**src/rtl/irq_pkg.sv**
```systemverilog
package irq_pkg;
  localparam int NSRC    = 3;
  localparam int REG_W   = 2 + 2 * NSRC;
  localparam int GEN_BIT = REG_W - 1;
  localparam int PEN_BIT = REG_W - 2;
  localparam int EN_LSB  = NSRC;

  // sources whose enable and flag are both set
  function automatic logic [NSRC-1:0] src_active(input logic [REG_W-1:0] r);
    return r[EN_LSB +: NSRC] & r[NSRC-1:0];
  endfunction

  // {high, low} request from register, mode and peripheral inputs
  function automatic logic [1:0] req_eval(input logic [REG_W-1:0] r,
                                          input logic pmode,
                                          input logic [NSRC-1:0] sel_hi,
                                          input logic pp, input logic pp_hi);
    logic [NSRC-1:0] act;
    logic hi, lo;
    act = src_active(r);
    if (!pmode) begin
      hi = r[GEN_BIT] & ((|act) | (r[PEN_BIT] & pp));
      lo = 1'b0;
    end else begin
      hi = r[GEN_BIT] & ((|(act & sel_hi)) | (pp & pp_hi));
      lo = r[GEN_BIT] & r[PEN_BIT] & ((|(act & ~sel_hi)) | (pp & ~pp_hi));
    end
    return {hi, lo};
  endfunction
endpackage

```
**src/rtl/irq_flag_bank.sv**
```systemverilog
module irq_flag_bank import irq_pkg::*; #(
  parameter logic PCF_RST = 1'b0
) (
  input  logic             clk,
  input  logic             rst_n,
  input  logic             wr_en,
  input  logic [REG_W-1:0] wr_data,
  input  logic [NSRC-1:0]  evt,
  output logic [REG_W-1:0] reg_q
);
  localparam int CTRL_W = REG_W - NSRC;

  logic [CTRL_W-1:0] ctrl_q;
  logic [NSRC-1:0]   flag_q;

  always_ff @(posedge clk or negedge rst_n) begin
    if (!rst_n)     ctrl_q <= '0;
    else if (wr_en) ctrl_q <= wr_data[REG_W-1:NSRC];
  end

  for (genvar i = 0; i < NSRC; i++) begin : g_flag
    localparam logic RST_V = (i == 0) ? PCF_RST : 1'b0;
    logic f_q;
    logic f_sw;
    assign f_sw = wr_en ? wr_data[i] : f_q;
    always_ff @(posedge clk or negedge rst_n) begin
      if (!rst_n) f_q <= RST_V;
      else        f_q <= f_sw | evt[i];
    end
    assign flag_q[i] = f_q;
  end

  assign reg_q = {ctrl_q, flag_q};
endmodule

```
**src/rtl/irq_req_logic.sv**
```systemverilog
module irq_req_logic import irq_pkg::*; (
  input  logic [REG_W-1:0] reg_q,
  input  logic             prio_mode,
  input  logic [NSRC-1:0]  src_hi,
  input  logic             periph_pend,
  input  logic             periph_hi,
  output logic [NSRC-1:0]  active,
  output logic             hi_d,
  output logic             lo_d
);
  logic [1:0] req;
  assign active = src_active(reg_q);
  assign req    = req_eval(reg_q, prio_mode, src_hi, periph_pend, periph_hi);
  assign hi_d   = req[1];
  assign lo_d   = req[0];
endmodule

```
**src/rtl/prio_irq_ctrl.sv**
```systemverilog
module prio_irq_ctrl import irq_pkg::*; #(
  parameter logic PCF_RST = 1'b0
) (
  input  logic             clk,
  input  logic             rst_n,
  input  logic             wr_en,
  input  logic [REG_W-1:0] wr_data,
  output logic [REG_W-1:0] rd_data,
  input  logic             prio_mode,
  input  logic [NSRC-1:0]  src_evt,
  input  logic [NSRC-1:0]  src_hi,
  input  logic             periph_pend,
  input  logic             periph_hi,
  output logic             req_hi,
  output logic             req_lo
);
  logic [REG_W-1:0] reg_q;
  logic [NSRC-1:0]  active;
  logic             hi_d, lo_d;

  irq_flag_bank #(.PCF_RST(PCF_RST)) u_bank (
    .clk(clk), .rst_n(rst_n), .wr_en(wr_en), .wr_data(wr_data),
    .evt(src_evt), .reg_q(reg_q)
  );

  irq_req_logic u_req (
    .reg_q(reg_q), .prio_mode(prio_mode), .src_hi(src_hi),
    .periph_pend(periph_pend), .periph_hi(periph_hi),
    .active(active), .hi_d(hi_d), .lo_d(lo_d)
  );

  always_ff @(posedge clk or negedge rst_n) begin
    if (!rst_n) begin
      req_hi <= 1'b0;
      req_lo <= 1'b0;
    end else begin
      req_hi <= hi_d;
      req_lo <= lo_d;
    end
  end

  assign rd_data = reg_q;
endmodule

```
**config.mk**
```make
export PLATFORM = sky130hd
export DESIGN_NAME = prio_irq_ctrl
export DESIGN_NICKNAME = d
export VERILOG_FILES = /design/src/rtl/irq_pkg.sv /design/src/rtl/irq_flag_bank.sv /design/src/rtl/irq_req_logic.sv /design/src/rtl/prio_irq_ctrl.sv
export SDC_FILE = /design/constraint.sdc
export NUM_CORES = 1
export LEC_CHECK = 0
export ABC_CLOCK_PERIOD_IN_PS = 1150
export BUFFER_PORTS_ARGS = -buffer_cell sky130_fd_sc_hd__buf_4
export CORE_AREA = 2 2 39 41
export CTS_CLUSTER_SIZE = 16
export DETAILED_ROUTE_END_ITERATION = 10
export DIE_AREA = 0 0 41 43
export PLACE_DENSITY = 0.67
export SLEW_MARGIN = 20
export SYNTH_ARGS = -nofsm -noshare
export SYNTH_HDL_FRONTEND = slang
export SYNTH_SLANG_ARGS = --single-unit
```
**constraint.sdc**
```tcl
create_clock -name clk -period 1.15 [get_ports clk]
set_input_delay 0.0575 -clock clk [delete_from_list [all_inputs] [get_ports clk]]
set_output_delay 0.0575 -clock clk [all_outputs]
set_load 0.05 [all_outputs]
```
; ---- Yosys cells after proc, flatten, opt, wreduce, memory -nomap -nowiden
; Cells that the tools add are included.
[word_totals]
ff_bits = 10
elab_cells = 32
[classes]
muxes = 5
n_bitwise = 18
reduce_logical = 3
[ops]
columns = operator, count
row1 = $and 3x3->3, 3
row2 = $reduce_or 3->1, 3
row3 = $and 1x1->1, 7
row4 = $or 1x1->1, 6
row5 = $mux 1, 5
row6 = $not 3->3, 1
row7 = $not 1->1, 1

; ---- Logic depth before layout (Yosys ltp)
[depth]
depth_word = 6
depth_mapped = 3
mapped_depth_nobuf = 3

; ---- By module
; A second synthesis with hierarchy kept.
[unflattened]
hier_cells = 43
hier_area_um2 = 506.7
[by_module_without_submodules]
columns = mod, instances, cells_per_inst, area_each_um2, seq_area_each_um2
row1 = irq_flag_bank, 1, 23, 360.3, 200.2
row2 = irq_req_logic, 1, 18, 96.3, 0.0
row3 = prio_irq_ctrl, 1, 2, 50.0, 50.0

; ---- Least setup slack after synthesis
; OpenSTA, ideal clock, no wires.
[synth_timing]
path_kind = register to register
startpoint = reg u_bank.ctrl_q[1]
endpoint = reg req_hi
setup_time_ns = 0.124
arrival_time_ns = 1.053
setup_slack_ns = -0.027
path_stages_with_launch = 4
n_path_buf = 0
period_less_slack_ns = 1.177
path_cell_list = dfrtp_1 -> nand2_1 -> o22ai_1 -> o31a_1
[synth_between]
elab_chain_cells = 6
word_cells_on_any_way = 9
[synth_rtl]
columns = element, line
row1 = "start, declared", irq_flag_bank.sv:13  ; logic [CTRL_W-1:0] ctrl_q;
row2 = "start signal, assigned", irq_flag_bank.sv:18  ; else if (wr_en) ctrl_q <= wr_data[REG_W-1:NSRC];
row3 = $and 3x3->3 *, irq_pkg.sv:10  ; return r[EN_LSB +: NSRC] & r[NSRC-1:0];
row4 = $and 3x3->3, irq_pkg.sv:25  ; hi = r[GEN_BIT] & ((|(act & sel_hi)) | (pp & pp_hi));
row5 = $reduce_or 3->1, irq_pkg.sv:25
row6 = $or 1x1->1, irq_pkg.sv:25
row7 = $and 1x1->1, irq_pkg.sv:25
row8 = $mux 1 *, irq_pkg.sv:21  ; if (!pmode) begin
row9 = via hi_d, prio_irq_ctrl.sv:19  ; logic hi_d, lo_d;
row10 = "end signal, assigned", prio_irq_ctrl.sv:37  ; req_hi <= hi_d;
row11 = "end, declared", prio_irq_ctrl.sv:14  ; output logic req_hi,
; Mark *: on every way through the listed nets, which the timed path passes. The rest lies on a longest branch.
; A chain may end at the register's enable or synchronous reset.

; ---- Final worst setup path
; Ends and elaborated chain as after synthesis.

==> reports/results.ini <==
[outcome]
status = finished, final reports clean

[cts]
tritoncts_num_sinks = 10
cts_buffer_depth = 2
numCtsBuffers = 3
clk_latency_ns = 0.26
tritoncts_clock_tree = built
ctsResizeCount = 0
cts-htree-levels = 1
clkTransAtPathRegs_ns = 0.07
clockRootBuffer = sky130_fd_sc_hd__clkbuf_4

[worst_setup_path]
timing.critical_path.cells = nand2_1 -> o22ai_1 -> o31a_1
end_kind = flip-flop
maximum_net_fanout_on_the_critical_path = 3
cpMaxStageDelayCell = sky130_fd_sc_hd__dfrtp_2
cp.buffers_inverters = 0
timing.critical_path.max_delay_family = flip-flops
cp-start-kind = flip-flop
crit_required_ns = 1.30
critPathKind = flip-flop to flip-flop
crit_path_max_incr_delay_ns = 0.41
crit_path_dat_ns = 1.14
setup.reg_to_reg.worst_slack_ns = 0.17

[sta]
finalSetupViolCount = 0
final_min_period_over_clock_period_pct = 85.4
fmax_mhz = 1020
fin_skew_ns = 0.0132
timing.final.hold_violations = 0
timing.max_slew.rel_slack_pct = 92.1
totalNegativeSetupSlack_ns = 0
timing.final.crit_period_ns = 0.982
rsz0062_at_grt = false
tightestPinTransition_ns = 0.115
drv_slew = 0

[drt]
wl_per_cell_um = 12.6
routed_wirelength_um = 1130
postRouteAntennaNets = 0
remaining_drc_errors = 0
drt_iter0_drc = 5
via_count = 424
avgViaCountPerCell = 4.71
detail_route.first_pass.iterations = 2

[cells_and_area]
final_design_area_no_fill_um2 = 761
synthToLayoutAreaGrowth_pct = 60.8
layout.filler_cells = 139
antenna-diode-count = 0
final_layout_net_count = 95
finish.cell_count_without_fillers = 90
layout-drive-gt1-share_pct = 54.1
mostFrequentLayoutCell = sky130_fd_sc_hd__buf_4
multi_input_area_um2 = 185
layout.cells.most_common_list = sky130_fd_sc_hd__buf_4, sky130_fd_sc_hd__dfrtp_1, sky130_fd_sc_hd__mux2_2, sky130_fd_sc_hd__dlygate4sd3_1
final-seq-area_um2 = 254

[global_route]
grt_pass1_vias = 429
overflow = 0
grt_start_max_net_pins = 12
grt_first_pass_wirelength_um = 1790
grt_use_total_pct = 15.5
number_of_antenna_violations_at_the_first_check_in_global_routing = 0

[hold_path]
hold_path.class = input pin to flip-flop

[logic_synthesis]
largest_family_of_logic_cells_by_synthesized_area = compound AO/OA/AOI/OAI gates
avgSynthCellArea_um2 = 11.8
netlist.top_cell.by_area = sky130_fd_sc_hd__dfrtp_1
synth-seq-area-share_pct = 52.9
synth_seq_cells = 10
yosys.area_share.adder_pct = 0
synth_simple_gate_area_share_pct = 10.3
share_of_synthesized_area_spent_on_multiplexers_pct = 14.0
synth_largest_type_area_fraction_pct = 52.9
synth_nets = 60
synth_area_leaders = sky130_fd_sc_hd__dfrtp_1, sky130_fd_sc_hd__mux2_2, sky130_fd_sc_hd__buf_4
synth.yosys.warnings = 0
netlist_instances = 40
synth_xor_area_share_pct = 0
synth_compound_gate_area_share_pct = 14.8
mappedNetlistArea_um2 = 473
number_of_library_cell_types_mapped_by_synthesis = 14

[die]
row_count = 14
design.portCount = 30
die_h_um = 43
die_ar_mm2 = 0.00176
core_mm2 = 0.00138
chipWidth_um = 41
floorplan.initialDensity_pct = 34.2

[pwr]
power.leakage_nw = 0.375
power_density_mw_per_mm2 = 1270
vdd_ir_drop_max_mv = 0.712

[place]
placedInstanceArea_um2 = 684
gpl.final_weighted_congestion = 0.688
placedCellCount = 81
dp_hpwl_um = 842
placement.io_buffers = 29

[flow_run]
drv_cap = 0

registers in the layout, summed over array words and instances (netlist names):
signal	flops
u_bank.g_flag.f_q	3
req_lo	1
req_hi	1
u_bank.ctrl_q	5
timing repair:
item                      in CTS  in global routing
hold buffers                   5                  0
hold endpoints to repair      13                  0
setup buffers                  0                  0
through the flow:
step | hold WS [ns] | total power [mW] | setup slack (ns) | utilization, %
final | 0.0173 | 0.970 | 0.168 | 55.0
after global routing | 0.00454 | 1.03 | 0.149 | 55.0
after CTS | 0.00507 | 0.990 | 0.163 | 55.0
after detailed placement | -0.106 | 0.718 | 0.173 | 49.5
after global placement | -0.106 | 0.713 | 0.206 | 49.5
after floorplan | -0.238 | 0.602 | 0.00598 | -
cell type report:
class / count / share of cell area (%)
sequential: 10 / 33.4
tap: 16 / 2.63
multi-input combinational: 24 / 24.3
timing repair buffer: 34 / 35.2
clock buffer: 4 / 3.45
inverter: 2 / 0.987
metal layers:
layer / GRT usage [%] / vias to the layer above / share of wire (%)
li1: - / 207 / -
met2: 23.4 / 17 / 51
met5: 0 / - / 0
met3: 5.24 / 0 / 8.1
met1: 18.7 / 200 / 41
met4: 8.00 / 0 / 0
path summary, 6_finish.rpt:
kind,startpoint,end,depth (start not counted)
worst max-delay path,u_bank.ctrl_q[1]$_DFFE_PN0P_,req_hi$_DFF_PN0_,3
worst min-delay path,wr_data[2],u_bank.g_flag[2].f_q$_DFF_PN0_,2
worst max register to register,u_bank.ctrl_q[1]$_DFFE_PN0P_,req_hi$_DFF_PN0_,3
worst min register to register,u_bank.ctrl_q[4]$_DFFE_PN0P_,req_hi$_DFF_PN0_,1
max in group asynchronous,rst_n,u_bank.ctrl_q[3]$_DFFE_PN0P_,2
min in group asynchronous,rst_n,u_bank.ctrl_q[1]$_DFFE_PN0P_,2
synth_stat cells (all sizes together):
cell	count
a211o	3
a21oi	1
and2b	2
buf	4
dfrtp	10
inv	2
mux2	5
mux2i	1
nand2	3
nor2	1
nor2b	3
o2111a	1
o22ai	3
o31a	1
worst register-to-register path, delay by kind of cell (launching register included):
kind | cells | cell delay [ns]
and+or+nand+nor | 1 | 0.10
DFF | 1 | 0.41
AOI/OAI and AO/OA | 2 | 0.36
logic make-up after synthesis:
logic type / Yosys count
buffers and inverters: 6
AOI/OAI and AO/OA: 9
muxes: 6
and+or+nand+nor: 9
DFF: 10
power breakdown:
| part | internal (mW) | switching [mW] | total [mW] |
|---|---|---|---|
| Clock | 0.133 | 0.115 | 0.248 |
| Combinational | 0.135 | 0.179 | 0.314 |
| Sequential | 0.385 | 0.0221 | 0.407 |
| Total | 0.654 | 0.316 | 0.970 |
Note: power is estimated with default switching activity, not from simulation.
